===== config.mk =====
export PLATFORM = sky130hd
export DESIGN_NAME = fbus_frame_tx
export DESIGN_NICKNAME = d
export VERILOG_FILES = /design/src/rtl/fbus_tx_pkg.sv /design/src/rtl/fbus_cell_timer.sv /design/src/rtl/fbus_cell_shift.sv /design/src/rtl/fbus_crc16.sv /design/src/rtl/fbus_frame_tx.sv
export SDC_FILE = /design/constraint.sdc
export NUM_CORES = 1
export LEC_CHECK = 0
export ABC_CLOCK_PERIOD_IN_PS = 7600
export BUFFER_PORTS_ARGS = -buffer_cell sky130_fd_sc_hd__buf_2
export CAP_MARGIN = 20
export CORE_AREA = 2 2 126 128
export CTS_BUF_LIST = sky130_fd_sc_hd__clkbuf_4
export CTS_CLUSTER_SIZE = 24
export DETAILED_ROUTE_END_ITERATION = 10
export DIE_AREA = 0 0 128 130
export PLACE_DENSITY_LB_ADDON = 0.2
export SLEW_MARGIN = 25
export SYNTH_ARGS = -nofsm -noshare
export SYNTH_HDL_FRONTEND = slang
export SYNTH_SLANG_ARGS = --single-unit
export TNS_END_PERCENT = 50

===== constraint.sdc =====
create_clock -name clk -period 7.6 [get_ports clk]
set_input_delay 1.14 -clock clk [delete_from_list [all_inputs] [get_ports clk]]
set_output_delay 1.14 -clock clk [all_outputs]
set_load 0.005 [all_outputs]

===== src/rtl/fbus_tx_pkg.sv =====
package fbus_tx_pkg;

  typedef enum logic [2:0] {
    SEG_PRE, SEG_SD, SEG_CTRL, SEG_DATA, SEG_CRCH, SEG_CRCL, SEG_ED
  } seg_e;

  // Cell patterns (first cell in bit 15) for the fixed frame elements.
  localparam logic [15:0] CELLS_PRE = 16'h9999;
  localparam logic [15:0] CELLS_SD  = 16'hB24D;
  localparam logic [15:0] CELLS_ED  = 16'hB326;

  // Manchester: a 1 is high-then-low, a 0 is low-then-high, MSB first.
  function automatic logic [15:0] manch(input logic [7:0] b);
    logic [15:0] c;
    for (int i = 0; i < 8; i++) begin
      c[2*i+1] = b[i];
      c[2*i]   = ~b[i];
    end
    return c;
  endfunction

  function automatic logic [15:0] crc_step(input logic [15:0] crc,
                                           input logic [7:0]  b,
                                           input logic [15:0] poly);
    logic [15:0] r;
    r = crc ^ {b, 8'h00};
    for (int i = 0; i < 8; i++)
      r = r[15] ? ((r << 1) ^ poly) : (r << 1);
    return r;
  endfunction

endpackage


===== src/rtl/fbus_cell_timer.sv =====
module fbus_cell_timer #(
  parameter int CW = 11
) (
  input  logic          clk,
  input  logic          rst_n,
  input  logic          restart,
  input  logic          run,
  input  logic [CW-1:0] half_len,
  output logic          cell_end
);
  logic [CW-1:0] cnt;

  assign cell_end = run && (cnt == '0);

  always_ff @(posedge clk) begin
    if (!rst_n)                   cnt <= '0;
    else if (restart || cell_end) cnt <= half_len - CW'(1);
    else if (run)                 cnt <= cnt - CW'(1);
  end
endmodule


===== src/rtl/fbus_cell_shift.sv =====
module fbus_cell_shift (
  input  logic        clk,
  input  logic        rst_n,
  input  logic        clear,
  input  logic        load,
  input  logic [15:0] pat,
  input  logic        shift,
  output logic        line,
  output logic        last
);
  logic [15:0] sr;
  logic [3:0]  pos;

  assign line = sr[15];
  assign last = (pos == 4'd15);

  always_ff @(posedge clk) begin
    if (!rst_n || clear) begin
      sr  <= '0;
      pos <= '0;
    end else if (load) begin
      sr  <= pat;
      pos <= '0;
    end else if (shift) begin
      sr  <= {sr[14:0], 1'b0};
      pos <= pos + 4'd1;
    end
  end
endmodule


===== src/rtl/fbus_crc16.sv =====
module fbus_crc16
  import fbus_tx_pkg::*;
#(
  parameter logic [15:0] POLY = 16'h1DCF
) (
  input  logic        clk,
  input  logic        rst_n,
  input  logic        init,
  input  logic        upd,
  input  logic [7:0]  din,
  output logic [15:0] crc
);
  always_ff @(posedge clk) begin
    if (!rst_n || init) crc <= 16'hFFFF;
    else if (upd)       crc <= crc_step(crc, din, POLY);
  end
endmodule


===== src/rtl/fbus_frame_tx.sv =====
module fbus_frame_tx
  import fbus_tx_pkg::*;
#(
  parameter int          HALF_S0  = 1600,
  parameter int          HALF_S1  = 50,
  parameter int          HALF_S2  = 20,
  parameter int          HALF_S3  = 10,
  parameter int          MAX_PAY  = 262,
  parameter logic [15:0] CRC_POLY = 16'h1DCF,
  localparam int HMAX01 = (HALF_S0 > HALF_S1) ? HALF_S0 : HALF_S1,
  localparam int HMAX23 = (HALF_S2 > HALF_S3) ? HALF_S2 : HALF_S3,
  localparam int HMAX   = (HMAX01 > HMAX23) ? HMAX01 : HMAX23,
  localparam int CW     = $clog2(HMAX + 1),
  localparam int WORDS  = (MAX_PAY + 3) / 4,
  localparam int AW     = (WORDS > 1) ? $clog2(WORDS) : 1
) (
  input  logic          clk,
  input  logic          rst_n,
  input  logic          tx_abort,
  input  logic          start,
  input  logic [1:0]    speed,
  input  logic [15:0]   byte_count,
  input  logic [7:0]    ctrl_byte,
  output logic [AW-1:0] buf_addr,
  input  logic [31:0]   buf_word,
  output logic          tx_data,
  output logic          tx_en,
  output logic [15:0]   tx_index,
  output logic          tx_done
);

  function automatic logic [CW-1:0] half_of(input logic [1:0] s);
    case (s)
      2'd0:    return CW'(HALF_S0);
      2'd1:    return CW'(HALF_S1);
      2'd2:    return CW'(HALF_S2);
      default: return CW'(HALF_S3);
    endcase
  endfunction

  logic        running, done_q;
  logic [1:0]  spd_q;
  logic [15:0] n_q, pay_cnt, idx_q, crc;
  logic [7:0]  ctrl_q;
  seg_e        seg, nxt_seg;

  // Named internal events for the checker and for readability.
  logic        go, cell_end, last_cell, seg_end, frame_end, upd_c;
  logic [7:0]  fetched, byte_now;
  logic [15:0] nxt_pat;

  assign go        = start && !running && !tx_abort;
  assign seg_end   = cell_end && last_cell;
  assign frame_end = seg_end && (seg == SEG_ED);
  assign fetched   = buf_word[{pay_cnt[1:0], 3'b000} +: 8];
  assign buf_addr  = pay_cnt[AW+1:2];

  always_comb begin
    nxt_seg  = seg;
    nxt_pat  = '0;
    byte_now = '0;
    upd_c    = 1'b0;
    case (seg)
      SEG_PRE: begin nxt_seg = SEG_SD; nxt_pat = CELLS_SD; end
      SEG_SD: begin
        nxt_seg = SEG_CTRL; byte_now = ctrl_q; nxt_pat = manch(ctrl_q); upd_c = 1'b1;
      end
      SEG_CTRL, SEG_DATA: begin
        if (pay_cnt < n_q) begin
          nxt_seg = SEG_DATA; byte_now = fetched; nxt_pat = manch(fetched); upd_c = 1'b1;
        end else begin
          nxt_seg = SEG_CRCH; nxt_pat = manch(~crc[15:8]);
        end
      end
      SEG_CRCH: begin nxt_seg = SEG_CRCL; nxt_pat = manch(~crc[7:0]); end
      SEG_CRCL: begin nxt_seg = SEG_ED; nxt_pat = CELLS_ED; end
      default:  nxt_seg = SEG_ED;
    endcase
  end

  always_ff @(posedge clk) begin
    if (!rst_n) begin
      running <= 1'b0; done_q <= 1'b0; spd_q <= '0; n_q <= '0;
      ctrl_q <= '0; pay_cnt <= '0; idx_q <= '0; seg <= SEG_PRE;
    end else begin
      done_q <= frame_end && !tx_abort;
      if (tx_abort) begin
        running <= 1'b0;
        idx_q   <= '0;
      end else if (go) begin
        running <= 1'b1;
        spd_q   <= speed;
        ctrl_q  <= ctrl_byte;
        n_q     <= (byte_count > 16'(MAX_PAY)) ? 16'(MAX_PAY) : byte_count;
        pay_cnt <= '0;
        idx_q   <= '0;
        seg     <= SEG_PRE;
      end else if (seg_end) begin
        if (frame_end) running <= 1'b0;
        seg <= nxt_seg;
        if (nxt_seg == SEG_DATA) pay_cnt <= pay_cnt + 16'd1;
        if (seg inside {SEG_CTRL, SEG_DATA, SEG_CRCH}) idx_q <= idx_q + 16'd1;
      end
    end
  end

  fbus_cell_timer #(.CW(CW)) u_timer (
    .clk      (clk),
    .rst_n    (rst_n),
    .restart  (go),
    .run      (running),
    .half_len (go ? half_of(speed) : half_of(spd_q)),
    .cell_end (cell_end)
  );

  fbus_cell_shift u_shift (
    .clk   (clk),
    .rst_n (rst_n),
    .clear (tx_abort || frame_end),
    .load  (go || seg_end),
    .pat   (go ? CELLS_PRE : nxt_pat),
    .shift (cell_end && !last_cell),
    .line  (tx_data),
    .last  (last_cell)
  );

  fbus_crc16 #(.POLY(CRC_POLY)) u_crc (
    .clk   (clk),
    .rst_n (rst_n),
    .init  (go),
    .upd   (seg_end && upd_c && !tx_abort),
    .din   (byte_now),
    .crc   (crc)
  );

  assign tx_en    = running;
  assign tx_index = idx_q;
  assign tx_done  = done_q;

endmodule


==> results of run 1 <==
## metrics by stage
stage	instance area, µm²	hold slack [ns]
floorplan	6590	0.422
global placement	7090	0.434
detailed placement	7090	0.437
CTS	7240	0.460
global route	7240	0.468
finish	7240	0.457
## cells by family after synthesis
logic type / Yosys count / share of synthesized area (%)
DFF: 110 / 33.4
buffers and inverters: 82 / 5.28
xor gates and xnor gates: 75 / 11.3
muxes: 23 / 4.86
AOI/OAI and AO/OA: 203 / 20.3
adders and majority gates: 27 / 5.13
and+or+nand+nor: 267 / 19.7
## layout by cell type (no fill, tap or decap), types with 6 or more instances in the layout
cell,instances
a21oi_1,52
buf_4,7
a22oi_1,8
nand4_1,9
and3_1,10
clkbuf_4,9
nand3_1,15
a21boi_0,15
o21ai_0,62
nor2_1,85
nor4_1,6
inv_1,29
o211ai_1,13
or3_1,12
nand2b_1,8
nand2_1,82
ha_1,27
mux2i_1,14
mux4_2,7
xor2_1,33
nor3_1,10
buf_2,87
dfxtp_1,110
xnor2_1,32
## where the power goes
part,total (mW),internal [mW],switching (mW)
Sequential,0.609,0.593,0.0158
Clock,0.316,0.106,0.210
Combinational,0.161,0.0697,0.0916
## worst max-delay path: stages, from the launching register on
cell      delay, ns
dfxtp_1        0.62
or4b_4         0.57
nor4_2         0.76
nor2_1         0.38
a21oi_1        0.25
ha_1           0.22
or3b_4         0.42
or3_4          0.37
o211ai_1       0.17
o21ai_1        0.08
and2_1         0.15
## metal layers
layer,GRT usage [%],routed length (µm),vias to the layer above
li1,-,-,2873
met1,27.2,7730,2697
met5,0,0,-
met2,31.3,7240,132
met4,6.27,293,0
met3,3.12,748,19
## flip-flops by register name, indices dropped and copies added, names as in the netlist
signal,cells
u_shift.pos,4
u_crc.crc,16
u_shift.sr,16
u_timer.cnt,11
pay_cnt,16
tx_en,1
seg,3
spd_q,2
n_q,16
ctrl_q,8
tx_done,1
tx_index,16
## path summary, 6_finish.rpt
kind | startpoint | endpoint | slack (ns) | cells past startpoint
setup reg to reg | tx_en$_SDFFE_PP0P_ | u_timer.cnt[8]$_SDFFE_PN0P_ | 3.52 | 10
hold reg to reg | n_q[11]$_SDFFE_PN0P_ | n_q[11]$_SDFFE_PN0P_ | 0.46 | 2
hold / removal | n_q[11]$_SDFFE_PN0P_ | n_q[11]$_SDFFE_PN0P_ | 0.46 | 2
setup / recovery | tx_en$_SDFFE_PP0P_ | u_timer.cnt[8]$_SDFFE_PN0P_ | 3.52 | 10
## cell type report
cell class | count | area share (%)
antenna | 1 | 0.0346
clock buffer | 9 | 0.933
clock inverter | 7 | 1.11
inverter | 31 | 1.61
multi-input combinational | 595 | 55.8
sequential | 110 | 30.4
tap | 192 | 3.32
timing repair buffer | 94 | 6.74
==> impl_metrics.tcl, run 1 <==
set metrics [dict create \
    rsz0062_at_grt "false" \
    fin_worst_skew_ns 0.0300 \
    fin_total_pwr_mw 1.09 \
    setup_tns_ns 0 \
    insertion_delay_ns 0.50 \
    seqCellArea_mm2 0.00220 \
    drc 0 \
    power_density_mw_per_mm2 150 \
    ant_nets 0 \
    ctsResizeCount 0 \
    ctsHoldBuffers 0 \
    initial_core_util_pct 42.7 \
    synth.cell_area_mm2 0.00659 \
    core_area_mm2 0.0154 \
    routed_wl_um 16000 \
    gr-total-overflow 0 \
    wl_per_cell_um 15.4 \
    endpoint_kind "flip-flop" \
    ioPinCount 88 \
    portBuffers 87 \
    hold_class "flip-flop to flip-flop" \
    synthTopCellsByArea "dfxtp_1 33%, ha_1 5.1%, nor2_1 4.8%, o21ai_0 4.7%, nand2_1 4.7%" \
    grt_pass1_vias 5105 \
    finalSetupViolCount 0 \
    dp_slack_ns 3.52 \
    outcome "finished clean" \
    drive_above_1_share_pct 18.3 \
    num_vias 5721 \
    dominantRegCellSynth "dfxtp_1" \
    cts.sink_count 110 \
    post-cts-setup-buffer-count 0 \
    worstPathArrival_ns 4.47 \
    num_rows 46 \
    seq_area_frac_synth_pct 33.4 \
    yosysWarningCount 0 \
    synth_cells 787 \
    cp.required_ns 7.99 \
    cts.path.max_buffers 2 \
    p_leak_nw 2.86 \
    worst_pin_slew_ns 0.889 \
    netlist.top_cell.by_area "dfxtp_1" \
    final_nets 930 \
    crit_type "flip-flop to flip-flop" \
    synth_edf_count 0 \
    hpwl_um 11900 \
    async_flop_share_pct 0 \
    fmax_mhz 245 \
    final_util_pct 46.9 \
    area_growth_pct 9.94 \
    fin_crit_sh_pct 53.7 \
    path_max_fanout 12 \
    synth_fp_nets 876 \
    die_w_um 128 \
    die_y_um 130 \
    grt_usage_pct 19.5 \
    cts.htree.levels 3 \
    dr.pass1.iters 5 \
    dieArea_mm2 0.0166 \
    fill_cells 1544 \
    vdd_drop_max_mv 0.134 \
    slew_viol_final 0 \
    grt_antenna_before_repair 1 \
    yosys.cell_count.top_type "dfxtp_1" \
    synth_cell_types 74 \
    routed_via_density 5.51 \
    multiInputGateArea_mm2 0.00404 \
    place_inst 1022 \
    drtIter0Drc 344 \
    grt_max_degree 41 \
    cts_root_buf "clkbuf_4" \
    synth_common_cells "110 x dfxtp_1, 85 x nor2_1, 82 x nand2_1, 62 x o21ai_0, 52 x a21oi_1" \
    finalHoldViolCount 0 \
    avgSynthCellArea_um2 8.37 \
    grt_pass1_wl_um 26000 \
    maxCapViolCount 0 \
    cts_tree "built" \
    cts_buffers 9 \
    finalNonFillerCells 1039 \
    path_clk_slew_ns 0.18 \
    min_period_ns 4.08 \
    setup_slack_ns 3.52 \
    crit_path_start_kind "flip-flop" \
    synth_top_area_share_pct 33.4 \
    gp_congestion 0.822 \
    maxSlewHeadroom_pct 40.2 \
    synth_seq_cells 110 \
]
Note: power is estimated with default switching activity, not from simulation.
==> run 2, diff against run 1 <==
--- a/config.mk
+++ b/config.mk
@@ -5,14 +5,15 @@
 export SDC_FILE = /design/constraint.sdc
 export NUM_CORES = 1
 export LEC_CHECK = 0
-export ABC_CLOCK_PERIOD_IN_PS = 7600
+export ABC_AREA = 1
+export ABC_CLOCK_PERIOD_IN_PS = 4000
 export BUFFER_PORTS_ARGS = -buffer_cell sky130_fd_sc_hd__buf_2
 export CAP_MARGIN = 20
-export CORE_AREA = 2 2 126 128
+export CORE_AREA = 2 2 130 132
 export CTS_BUF_LIST = sky130_fd_sc_hd__clkbuf_4
 export CTS_CLUSTER_SIZE = 24
 export DETAILED_ROUTE_END_ITERATION = 10
-export DIE_AREA = 0 0 128 130
+export DIE_AREA = 0 0 132 134
 export PLACE_DENSITY_LB_ADDON = 0.2
 export SLEW_MARGIN = 25
 export SYNTH_ARGS = -nofsm -noshare
==> constraint.sdc (replaced) <==
create_clock -name clk -period 4 [get_ports clk]
set_input_delay 0.6 -clock clk [delete_from_list [all_inputs] [get_ports clk]]
set_output_delay 0.6 -clock clk [all_outputs]
set_load 0.005 [all_outputs]
==> run 2 against run 1 <==
Against the previous run:
- utilization increased by 0.88 points
- highest routed layer unchanged
- first-iteration DRC count increased by 44%
- via count rose by 20%
- synthesized area up 7.1%
- critical path type unchanged
- flip-flop and latch count stayed put
- routed wire length up 17%
- synthesized cell count up 28%
- largest cell class unchanged
- final cell count increased by 26%
- combinational power rose by 77%
==> impl_metrics.tcl, run 2 <==
set metrics [dict create \
    grt_max_degree 38 \
    netSwitchingFraction_pct 30.4 \
    dr.pass1.iters 5 \
    slew_viol_final 0 \
    power_density_mw_per_mm2 263 \
    synth_top_area_share_pct 31.2 \
    netlist.top_cell.by_area "dfxtp_1" \
    path_clk_slew_ns 0.18 \
    dieArea_mm2 0.0177 \
    min_period_ns 2.87 \
    power_frac_comb_pct 13.9 \
    crit_type "flip-flop to flip-flop" \
    synth_cell_types 58 \
    post-cts-setup-buffer-count 0 \
    ant_nets 0 \
    fin_crit_sh_pct 71.7 \
    grt_antenna_before_repair 1 \
    initial_core_util_pct 43.3 \
    grt_usage_pct 21.3 \
    dominantRegCellSynth "dfxtp_1" \
    setup_tns_ns 0 \
    synth_fp_nets 1098 \
    final_common_cell "nand2_1" \
    insertion_delay_ns 0.51 \
    final_util_pct 47.8 \
    cts.path.max_buffers 2 \
    holdPathEnd "tx_done$_SDFF_PN0_" \
    cp_cell_sequence "inv_4, nand2_1, nand2_1, nand2_1, nand2_1, nand2_1, nand2_1, nand2_2, nand2_1, nand2_2, inv_4, nand2_4, nand2_1, nand2_1, buf_4, inv_1, o21ai_0, a21oi_1, or2_2" \
    synth_seq_cells 110 \
    path_buf_inv 4 \
    r2r_slack_ns 1.13 \
    avgSynthCellArea_um2 6.99 \
    path_max_fanout 20 \
    fmax_mhz 349 \
    async_flop_share_pct 0 \
    fin_worst_skew_ns 0.0226 \
    drtIter0Drc 497 \
    maxCapViolCount 0 \
    rr_startpoint "pay_cnt[0]$_SDFFE_PN0P_" \
    ctsHoldBuffers 0 \
    intPower_mw 1.43 \
    cts.htree.levels 3 \
    maxSlewHeadroom_pct 51.9 \
    p_switching_mw 0.623 \
    cp_common_cell "nand2_1" \
    seq_area_frac_synth_pct 31.2 \
    ctsResizeCount 0 \
    cts_buffers 9 \
    endpoint_kind "flip-flop" \
    vdd_drop_max_mv 0.151 \
    synth_edf_count 0 \
    reg2reg_to "u_crc.crc[15]$_SDFFE_PP1P_" \
    cts_tree "built" \
    hold_class "input pin to flip-flop" \
    gp_congestion 0.924 \
    finalSetupViolCount 0 \
    grt_pass1_vias 6116 \
    cp_slowest_cell "dfxtp_1" \
    die_y_um 134 \
    yosysWarningCount 0 \
    drive_above_1_share_pct 18.1 \
    area_growth_pct 10.4 \
    synth_common_cells "202 x nand2_1, 111 x inv_1, 110 x dfxtp_1, 80 x o21ai_0" \
    cts_root_buf "clkbuf_4" \
    die_w_um 132 \
    hp-start "tx_abort" \
    max_stage_delay_ns 0.74 \
    routed_via_density 5.26 \
    fin_total_pwr_mw 2.05 \
    ioPinCount 88 \
    synthTopCellsByArea "dfxtp_1 31%, nand2_1 11%, inv_1 5.9%, o21ai_0 5.7%, a21oi_1 5.5%" \
    critical_path.top_delay_family "simple AND/OR/NAND/NOR gates" \
    clkPwrFrac_pct 30.4 \
    whs_ns 0.330 \
    core_area_mm2 0.0163 \
    outcome "finished clean" \
    cp.required_ns 4.40 \
    num_vias 6870 \
    routed_wl_um 18700 \
    p_seq_share_pct 55.7 \
    worst_pin_slew_ns 0.715 \
    p_leak_nw 3.47 \
    num_rows 47 \
    rr_worst_depth 19 \
    layout_common_cells "202 x nand2_1, 111 x inv_1, 110 x dfxtp_1, 87 x buf_2, 80 x o21ai_0" \
    whs_path_depth 2 \
    cts.sink_count 110 \
    grt_pass1_wl_um 30700 \
    wl_per_cell_um 14.3 \
    crit_path_start_kind "flip-flop" \
    synth_cells 1009 \
    synth.cell_area_mm2 0.00705 \
    portBuffers 87 \
    worstPathArrival_ns 3.27 \
    finalHoldViolCount 0 \
    rsz0062_at_grt "false" \
    final_nets 1170 \
    hpwl_um 14500 \
    gr-total-overflow 0 \
    yosys.cell_count.top_type "nand2_1" \
    drc 0 \
]
run 2: changes by cell type in the layout (fill, tap and decap cells not counted), moves of 15 or more:
cell / before / now
nand2_1: 82 / 202
a21boi_0: 15 / 0
nand2_2: 1 / 23
xnor2_1: 32 / 6
xor2_1: 33 / 13
o21ai_0: 62 / 80
a21oi_1: 52 / 78
inv_1: 29 / 111
nand3_1: 15 / 49
run 2: area by class of cell:
type                    count  area (µm²)
diodes                      1        2.50
clock buffers               9        67.6
clock inverters             7        87.6
fillers                  1740        8500
inverters                 132         503
multi-input cells         734        4160
flip-flops and latches    110        2200
well taps                 220         275
repair buffers             94         488
run 2: cells by family after synthesis:
logic type | share of synthesized area (%)
compound gates | 20.0
xor+xnor | 2.36
fa+ha+maj | 4.79
buf+inv | 9.74
flops | 31.2
simple gates | 31.9
run 2: power by group through the flow:
| stage | registers [mW] | logic (mW) | clock network, mW |
|---|---|---|---|
| after floorplan | 1.16 | 0.199 | 0 |
| after global placement | 1.16 | 0.283 | 0 |
| after global routing | 1.15 | 0.320 | 0.685 |
| final | 1.14 | 0.285 | 0.624 |
| after CTS | 1.14 | 0.285 | 0.646 |
| after detailed placement | 1.16 | 0.283 | 0 |
run 2: worst max-delay path by stage:
| stage | startpoint | to | slack, ns | depth (start not counted) |
|---|---|---|---|---|
| global placement | tx_abort | u_timer.cnt[10]$_SDFFE_PN0P_ | 0.90 | 13 |
| global route | pay_cnt[0]$_SDFFE_PN0P_ | u_crc.crc[15]$_SDFFE_PP1P_ | 0.78 | 19 |
| detailed placement | tx_abort | u_timer.cnt[10]$_SDFFE_PN0P_ | 0.88 | 13 |
| floorplan | speed[1] | u_timer.cnt[10]$_SDFFE_PN0P_ | 1.57 | 13 |
| finish | pay_cnt[0]$_SDFFE_PN0P_ | u_crc.crc[15]$_SDFFE_PP1P_ | 1.13 | 19 |
| CTS | pay_cnt[0]$_SDFFE_PN0P_ | u_crc.crc[15]$_SDFFE_PP1P_ | 1.12 | 19 |
run 2: per-layer routing:
layer  GRT usage, %  share of wire [%]
met1           29.2                 48
met2           35.5                 45
met3           3.97                6.3
met4           3.86               0.92
met5              0                  0
run 2: per-stage QoR:
stage / instances / cell area [µm²] / setup WS, ns
finish: 1307 / 7790 / 1.13
global route: 1307 / 7790 / 0.785
CTS: 1306 / 7790 / 1.12
detailed placement: 1290 / 7630 / 0.877
global placement: 1290 / 7630 / 0.896
floorplan: 1009 / 7050 / 1.57
